--- src/rtl/mlpwm_pkg.sv ---
package mlpwm_pkg;

  // Bridge polarity held between zero-level crossings.
  typedef enum logic {
    POL_POS = 1'b0,
    POL_NEG = 1'b1
  } pol_e;

  // Number of source taps, and so number of stacked carriers.
  localparam int NUM_TAPS = 4;
  localparam int LVL_W    = 3;

  // Bridge gate patterns, bits {low-right, high-right, low-left, high-left}.
  localparam logic [3:0] BR_OFF = 4'b0000;
  localparam logic [3:0] BR_POS = 4'b1001;
  localparam logic [3:0] BR_NEG = 4'b0110;

endpackage

--- src/rtl/mlpwm_tick_gen.sv ---
module mlpwm_tick_gen #(
  parameter int TICK_DIV = 1000
) (
  input  logic clk,
  input  logic rst_n,
  output logic tick
);
  localparam int CW = (TICK_DIV > 1) ? $clog2(TICK_DIV) : 1;

  logic [CW-1:0] cnt_q;
  logic [CW-1:0] cnt_nx;

  assign tick = (cnt_q == CW'(TICK_DIV - 1));

  always_comb begin
    cnt_nx = cnt_q + 1'b1;
    if (tick) cnt_nx = '0;
  end

  always_ff @(posedge clk or negedge rst_n) begin
    if (!rst_n) cnt_q <= '0;
    else        cnt_q <= cnt_nx;
  end
endmodule

--- src/rtl/mlpwm_ref_tables.sv ---
module mlpwm_ref_tables #(
  parameter int SINE_PTS = 1000,
  parameter int TRI_PTS  = 25,
  parameter int CAR_MAX  = 250,
  parameter int MI_W     = 9,
  localparam int MAG_W   = $clog2(4 * CAR_MAX + 1),
  localparam int CAR_W   = $clog2(CAR_MAX + 1)
) (
  input  logic             clk,
  input  logic             rst_n,
  input  logic             tick,
  input  logic [MI_W-1:0]  mod_idx,
  output logic             upd,
  output logic [MAG_W-1:0] mag,
  output logic [CAR_W-1:0] car,
  output logic             neg
);
  localparam int HALF   = SINE_PTS / 2;
  localparam int SW     = $clog2(SINE_PTS);
  localparam int TW     = $clog2(TRI_PTS);
  localparam int MI_ONE = 1 << (MI_W - 1);

  logic [SW-1:0]   si_q, si_nx, ssi_q, ssi_nx;
  logic [TW-1:0]   ti_q, ti_nx, sti_q, sti_nx;
  logic [MI_W-1:0] smi_q, smi_nx, mi_sat;
  logic            upd_q;

  // Clamp the index to full scale before it is captured.
  assign mi_sat = (mod_idx > MI_W'(MI_ONE)) ? MI_W'(MI_ONE) : mod_idx;

  always_comb begin
    si_nx  = si_q;
    ti_nx  = ti_q;
    ssi_nx = ssi_q;
    sti_nx = sti_q;
    smi_nx = smi_q;
    if (tick) begin
      ssi_nx = si_q;
      sti_nx = ti_q;
      smi_nx = mi_sat;
      si_nx  = (si_q == SW'(SINE_PTS - 1)) ? '0 : si_q + 1'b1;
      ti_nx  = (ti_q == TW'(TRI_PTS - 1))  ? '0 : ti_q + 1'b1;
    end
  end

  always_ff @(posedge clk or negedge rst_n) begin
    if (!rst_n) begin
      si_q  <= '0;
      ti_q  <= '0;
      ssi_q <= '0;
      sti_q <= '0;
      smi_q <= '0;
      upd_q <= 1'b0;
    end else begin
      si_q  <= si_nx;
      ti_q  <= ti_nx;
      ssi_q <= ssi_nx;
      sti_q <= sti_nx;
      smi_q <= smi_nx;
      upd_q <= tick;
    end
  end

  // Computed tables: half-wave arch for the reference, folded ramp for the carrier.
  logic [31:0] h32, par32, sc32, j2, d32, tri32;

  always_comb begin
    h32   = (ssi_q >= SW'(HALF)) ? 32'(ssi_q) - 32'(HALF) : 32'(ssi_q);
    par32 = (32'(16 * CAR_MAX) * h32 * (32'(HALF) - h32)) / 32'(HALF * HALF);
    sc32  = (par32 * 32'(smi_q)) >> (MI_W - 1);
    j2    = 32'(sti_q) << 1;
    d32   = (j2 >= 32'(TRI_PTS)) ? j2 - 32'(TRI_PTS) : 32'(TRI_PTS) - j2;
    tri32 = (32'(CAR_MAX) * d32) / 32'(TRI_PTS);
  end

  assign mag = sc32[MAG_W-1:0];
  assign car = tri32[CAR_W-1:0];
  assign neg = (ssi_q >= SW'(HALF));
  assign upd = upd_q;
endmodule

--- src/rtl/mlpwm_level_sel.sv ---
module mlpwm_level_sel
  import mlpwm_pkg::*;
#(
  parameter int CAR_MAX = 250,
  parameter int MAG_W   = 10,
  parameter int CAR_W   = 8
) (
  input  logic [MAG_W-1:0]  mag,
  input  logic [CAR_W-1:0]  car,
  output logic [LVL_W-1:0]  lvl_idx,
  output logic [NUM_TAPS:0] lvl_oh
);
  localparam int CMP_W = MAG_W + 1;

  logic [NUM_TAPS-1:0] above;

  // One comparator per stacked carrier band.
  for (genvar k = 0; k < NUM_TAPS; k++) begin : g_band
    logic [CMP_W-1:0] thr;
    assign thr      = CMP_W'(k * CAR_MAX) + CMP_W'(car);
    assign above[k] = (CMP_W'(mag) > thr);
  end

  always_comb begin
    lvl_idx = '0;
    for (int k = 0; k < NUM_TAPS; k++) begin
      lvl_idx = lvl_idx + LVL_W'(above[k]);
    end
  end

  for (genvar j = 0; j <= NUM_TAPS; j++) begin : g_dec
    assign lvl_oh[j] = (lvl_idx == LVL_W'(j));
  end
endmodule

--- src/rtl/mlpwm_bridge_ctl.sv ---
module mlpwm_bridge_ctl
  import mlpwm_pkg::*;
(
  input  logic       clk,
  input  logic       rst_n,
  input  logic       upd,
  input  logic       lvl_zero,
  input  logic       neg,
  output logic [3:0] br_gate
);
  logic on_q, on_nx;
  pol_e pol_q, pol_nx;

  always_comb begin
    on_nx  = on_q;
    pol_nx = pol_q;
    if (upd) begin
      on_nx = 1'b1;
      if (lvl_zero) pol_nx = neg ? POL_NEG : POL_POS;
    end
  end

  always_ff @(posedge clk or negedge rst_n) begin
    if (!rst_n) begin
      on_q  <= 1'b0;
      pol_q <= POL_POS;
    end else begin
      on_q  <= on_nx;
      pol_q <= pol_nx;
    end
  end

  always_comb begin
    br_gate = BR_OFF;
    if (on_q) br_gate = (pol_q == POL_NEG) ? BR_NEG : BR_POS;
  end
endmodule

--- src/rtl/mlpwm_level_ctrl.sv ---
module mlpwm_level_ctrl
  import mlpwm_pkg::*;
#(
  parameter int TICK_DIV = 1000,
  parameter int SINE_PTS = 1000,
  parameter int TRI_PTS  = 25,
  parameter int CAR_MAX  = 250,
  parameter int MI_W     = 9
) (
  input  logic                clk,
  input  logic                rst_n,
  input  logic [MI_W-1:0]     mod_idx,
  output logic [NUM_TAPS:0]   lvl_gate,
  output logic [3:0]          br_gate
);
  localparam int MAG_W = $clog2(4 * CAR_MAX + 1);
  localparam int CAR_W = $clog2(CAR_MAX + 1);

  logic             tick;
  logic             upd;
  logic [MAG_W-1:0] mag;
  logic [CAR_W-1:0] car;
  logic             neg;
  logic [LVL_W-1:0] lvl_idx;
  logic [NUM_TAPS:0] lvl_oh;
  logic [NUM_TAPS:0] lvl_q, lvl_nx;

  mlpwm_tick_gen #(.TICK_DIV(TICK_DIV)) u_tick (
    .clk(clk), .rst_n(rst_n), .tick(tick)
  );

  mlpwm_ref_tables #(
    .SINE_PTS(SINE_PTS), .TRI_PTS(TRI_PTS), .CAR_MAX(CAR_MAX), .MI_W(MI_W)
  ) u_ref (
    .clk(clk), .rst_n(rst_n), .tick(tick), .mod_idx(mod_idx),
    .upd(upd), .mag(mag), .car(car), .neg(neg)
  );

  mlpwm_level_sel #(.CAR_MAX(CAR_MAX), .MAG_W(MAG_W), .CAR_W(CAR_W)) u_sel (
    .mag(mag), .car(car), .lvl_idx(lvl_idx), .lvl_oh(lvl_oh)
  );

  mlpwm_bridge_ctl u_br (
    .clk(clk), .rst_n(rst_n), .upd(upd),
    .lvl_zero(lvl_idx == '0), .neg(neg), .br_gate(br_gate)
  );

  always_comb begin
    lvl_nx = lvl_q;
    if (upd) lvl_nx = lvl_oh;
  end

  always_ff @(posedge clk or negedge rst_n) begin
    if (!rst_n) lvl_q <= (NUM_TAPS+1)'(1);
    else        lvl_q <= lvl_nx;
  end

  assign lvl_gate = lvl_q;
endmodule

--- config.mk ---
export PLATFORM = sky130hd
export DESIGN_NAME = mlpwm_level_ctrl
export DESIGN_NICKNAME = d
export VERILOG_FILES = /design/src/rtl/mlpwm_pkg.sv /design/src/rtl/mlpwm_tick_gen.sv /design/src/rtl/mlpwm_ref_tables.sv /design/src/rtl/mlpwm_level_sel.sv /design/src/rtl/mlpwm_bridge_ctl.sv /design/src/rtl/mlpwm_level_ctrl.sv
export SDC_FILE = /design/constraint.sdc
export NUM_CORES = 1
export LEC_CHECK = 0
export BUFFER_PORTS_ARGS = -buffer_cell sky130_fd_sc_hd__buf_4
export CAP_MARGIN = 20
export CORE_MARGIN = 4
export CORE_UTILIZATION = 45
export CTS_CLUSTER_SIZE = 28
export DETAILED_ROUTE_END_ITERATION = 7
export PLACE_DENSITY_LB_ADDON = 0.2
export SETUP_SLACK_MARGIN = 0.3
export SYNTH_ARGS = -nofsm -noshare
export SYNTH_HDL_FRONTEND = slang
export SYNTH_SLANG_ARGS = --single-unit
--- constraint.sdc ---
create_clock -name clk -period 49.1 [get_ports clk]
set_input_delay 4.91 -clock clk [delete_from_list [all_inputs] [get_ports clk]]
set_output_delay 4.91 -clock clk [all_outputs]
set_load 0.005 [all_outputs]
==> flow_metrics.tcl <==
set metrics [dict create \
    drt_iter0_drc 3242 \
    cts_resized 0 \
    path_class "reg2reg" \
    synth.area.top_cells "fa_1 (21%), ha_1 (8.1%), nand2_1 (7.0%)" \
    regToRegEndpoint "u_br.pol_q" \
    dr.pass1.iters 6 \
    r2r-start "u_ref.ssi_q[0]" \
    ys.warnings.count 0 \
    max_freq_ghz 0.02400 \
    critical_path.slowest_cell "a2111oi_1" \
    yosysUniqueCellTypes 152 \
    initial_utilization_pct 45.34 \
    avgSynthCellArea_sq_um 7.474 \
    whs_endpoint "u_br.on_q" \
    overflow 0 \
    synth_nets 5941 \
    synth-compound-area-share_pct 22.60 \
    htree_levels 3 \
    final_max_slew_viol_count 0 \
    crit_fanout 53 \
    cp-end-kind "flop" \
    finalHoldViolations 0 \
    worst_pin_slew_ps 1140 \
    post_drt_wl_per_cell_um 18.86 \
    cpPeakStageDelay_ps 840 \
    multi_input_area_sq_mm 0.03488 \
    vias 37770 \
    drc 0 \
    cts_sinks 57 \
    tns_ps 0 \
    synth-main-ff-cell "dfrtp_1" \
    grt_pass1_wl_mm 196.4 \
    syn-cell-area_sq_mm 0.03933 \
    cts_buffers 9 \
    yosysTopAreaCell "fa_1" \
    fillers 8909 \
    cp_num_buf_inv 9 \
    timing.final.crit_share_pct 84.86 \
    synth_edf_count 0 \
    fin_ws_ps 7434 \
    wl_mm 119.2 \
    grt_max_degree 58 \
    rsz0062_at_grt "no" \
    pin_count 20 \
    root_buffer "clkbuf_16" \
    track_usage_pct 25.34 \
    critPathArrivalTime_ps 41860 \
    dpl_worst_slack_ps 8025 \
    rows 108 \
    cts.path.max_buffers 2 \
    clkLatencyLatePin_ps 360 \
    portBuffers 19 \
    synth_top_family_by_area "adder cells" \
    slew_headroom_pct 24.00 \
    holdPathStages 1 \
    status "complete, no violations" \
    grt_pass1_vias 36350 \
    drive_above_1_share_pct 6.290 \
    vias_per_cell 5.975 \
    cp_top_family "compound AO/OA/AOI/OAI gates" \
    holdWs_ps 484.5 \
    fin_skew_ps 15.87 \
    crit_path_frequent_cell "fa_1" \
    cts_tree "done" \
    synth_adder_area_share_pct 29.51 \
    synth-xor-area-share_pct 9.840 \
    synth_top_area_share_pct 20.97 \
    clk_pin_slew_ps 60 \
    min_period_ps 41670 \
    holdCritPathClass "reg2reg" \
    async_flop_share_pct 100.0 \
    regArea_sq_mm 0.001429 \
    dieArea_sq_mm 0.09219 \
    synth-seq-cells 57 \
    reg2regPathDepth 124 \
    regToRegSetupSlack_ps 7430 \
    p_leak_nw 18.59 \
    cp.required_ps 49290 \
    p_total_mw 0.1168 \
    coreArea_sq_mm 0.08675 \
    cts_setup_buffers 0 \
    fp.dieH_um 303.6 \
    cp-start-kind "flop" \
    utilization_pct 47.24 \
    synth-simple-area-share_pct 23.97 \
    vdd_drop_max_v 0.00001562 \
    detail-route-antenna-nets 0 \
    setup_viol 0 \
    ys_seq_area_share_pct 3.630 \
    drv_cap 0 \
    hp-start "u_br.on_q" \
    synth_cells 5262 \
    antenna_found_initial 1 \
    antenna_cells 0 \
    final_nets 5841 \
    synthMuxAreaShare_pct 2.526 \
    p_per_area_mw_per_mm2 2.849 \
    fp.dieW_um 303.6 \
    ctsHoldBuffers 0 \
    gp_congestion 0.9526 \
    dp_hpwl_mm 95.91 \
    area_growth_pct 4.193 \
]
-- metrics by stage --
stage                     cells  cell area (sq um)
after floorplan            5262              39330
after global placement     6302              40640
after detailed placement   6303              40650
after CTS                  6319              40960
after global routing       6322              40980
final                      6322              40980
-- cell families (layout without fill, tap and decap cells) --
family                   count (synthesis)  in the layout
AO/OA/AOI/OAI                         1249           1249
XOR/XNOR                               423            423
adder cells (fa/ha/maj)                683            683
buffers and inverters                  803            708
flip-flops                              57             57
multiplexers                            93             93
AND/OR/NAND/NOR                       1954           1954
-- synthesized netlist by cell type, drive strengths merged, types with 84 or more instances --
library cell  instances
clkbuf              139
xor2                111
inv                 602
nor2                381
ha                  256
nand2b               84
xnor2               306
nand3               132
and2                114
nor3                142
nand2               731
fa                  412
o21ai               278
a21oi               261
-- flip-flops by register name, indices dropped and copies added (netlist names) --
register	cells
u_br.on_q	1
u_ref.si_q	10
u_ref.ssi_q	10
lvl_gate	5
u_ref.upd	1
u_tick.cnt_q	10
u_ref.sti_q	5
u_ref.smi_q	9
u_br.pol_q	1
u_ref.ti_q	5
-- how the worst max path moves through the flow --
stage | startpoint | end | slack [ps] | cells after the start
floorplan | u_ref.ssi_q[0] | u_br.pol_q | 16500 | 129
global placement | u_ref.ssi_q[0] | u_br.pol_q | 9090 | 123
detailed placement | u_ref.ssi_q[0] | u_br.pol_q | 8030 | 123
CTS | u_ref.ssi_q[0] | u_br.pol_q | 7870 | 123
global route | u_ref.ssi_q[0] | u_br.pol_q | 4110 | 125
finish | u_ref.ssi_q[0] | u_br.pol_q | 7430 | 124
-- layer usage --
metal | routed length [um] | vias to the layer above | GRT usage [%]
met5 | 0 | - | 0
met4 | 2557 | 0 | 5.491
met3 | 6890 | 165 | 1.880
met2 | 54510 | 1231 | 41.16
met1 | 55280 | 18410 | 37.01
li1 | - | 17970 | -
-- area by class of cell --
cell class / instances / area share (%)
multi-input cells: 4402 / 85.11
inverters: 606 / 5.551
well taps: 1155 / 3.527
flip-flops and latches: 57 / 3.487
repair buffers: 86 / 1.569
clock buffers: 9 / 0.5496
clock inverters: 7 / 0.2076
-- layout by cell type, fill, tap and decap left out, types with 42 or more instances in the layout --
cell	netlist	final
and3_1	58	58
o211ai_1	59	59
o21a_1	59	59
inv_1	597	597
nand3_1	130	130
xor2_1	110	107
nor2b_1	43	43
nor2_1	375	375
a21oi_1	246	245
nor3_1	139	139
a21o_1	52	52
o21ai_0	227	227
a211oi_1	54	53
buf_4	10	85
mux2i_1	56	56
dfrtp_1	56	55
a31oi_1	56	56
nand2_1	729	729
xnor2_1	298	292
ha_1	256	256
nand4_1	47	47
o21ai_1	44	44
nand2b_1	84	84
fa_1	412	412
and2_1	114	114
or3_1	42	42
-- report_power, final --
part / switching (mW) / internal [mW] / leakage (nW)
logic: 0.00115 / 0.000588 / 17.7
registers: 0 / 0.0470 / 0.730
clock network: 0.0277 / 0.0403 / 0.153
total: 0.0289 / 0.0879 / 18.6
(Power assumes the default switching activity.)
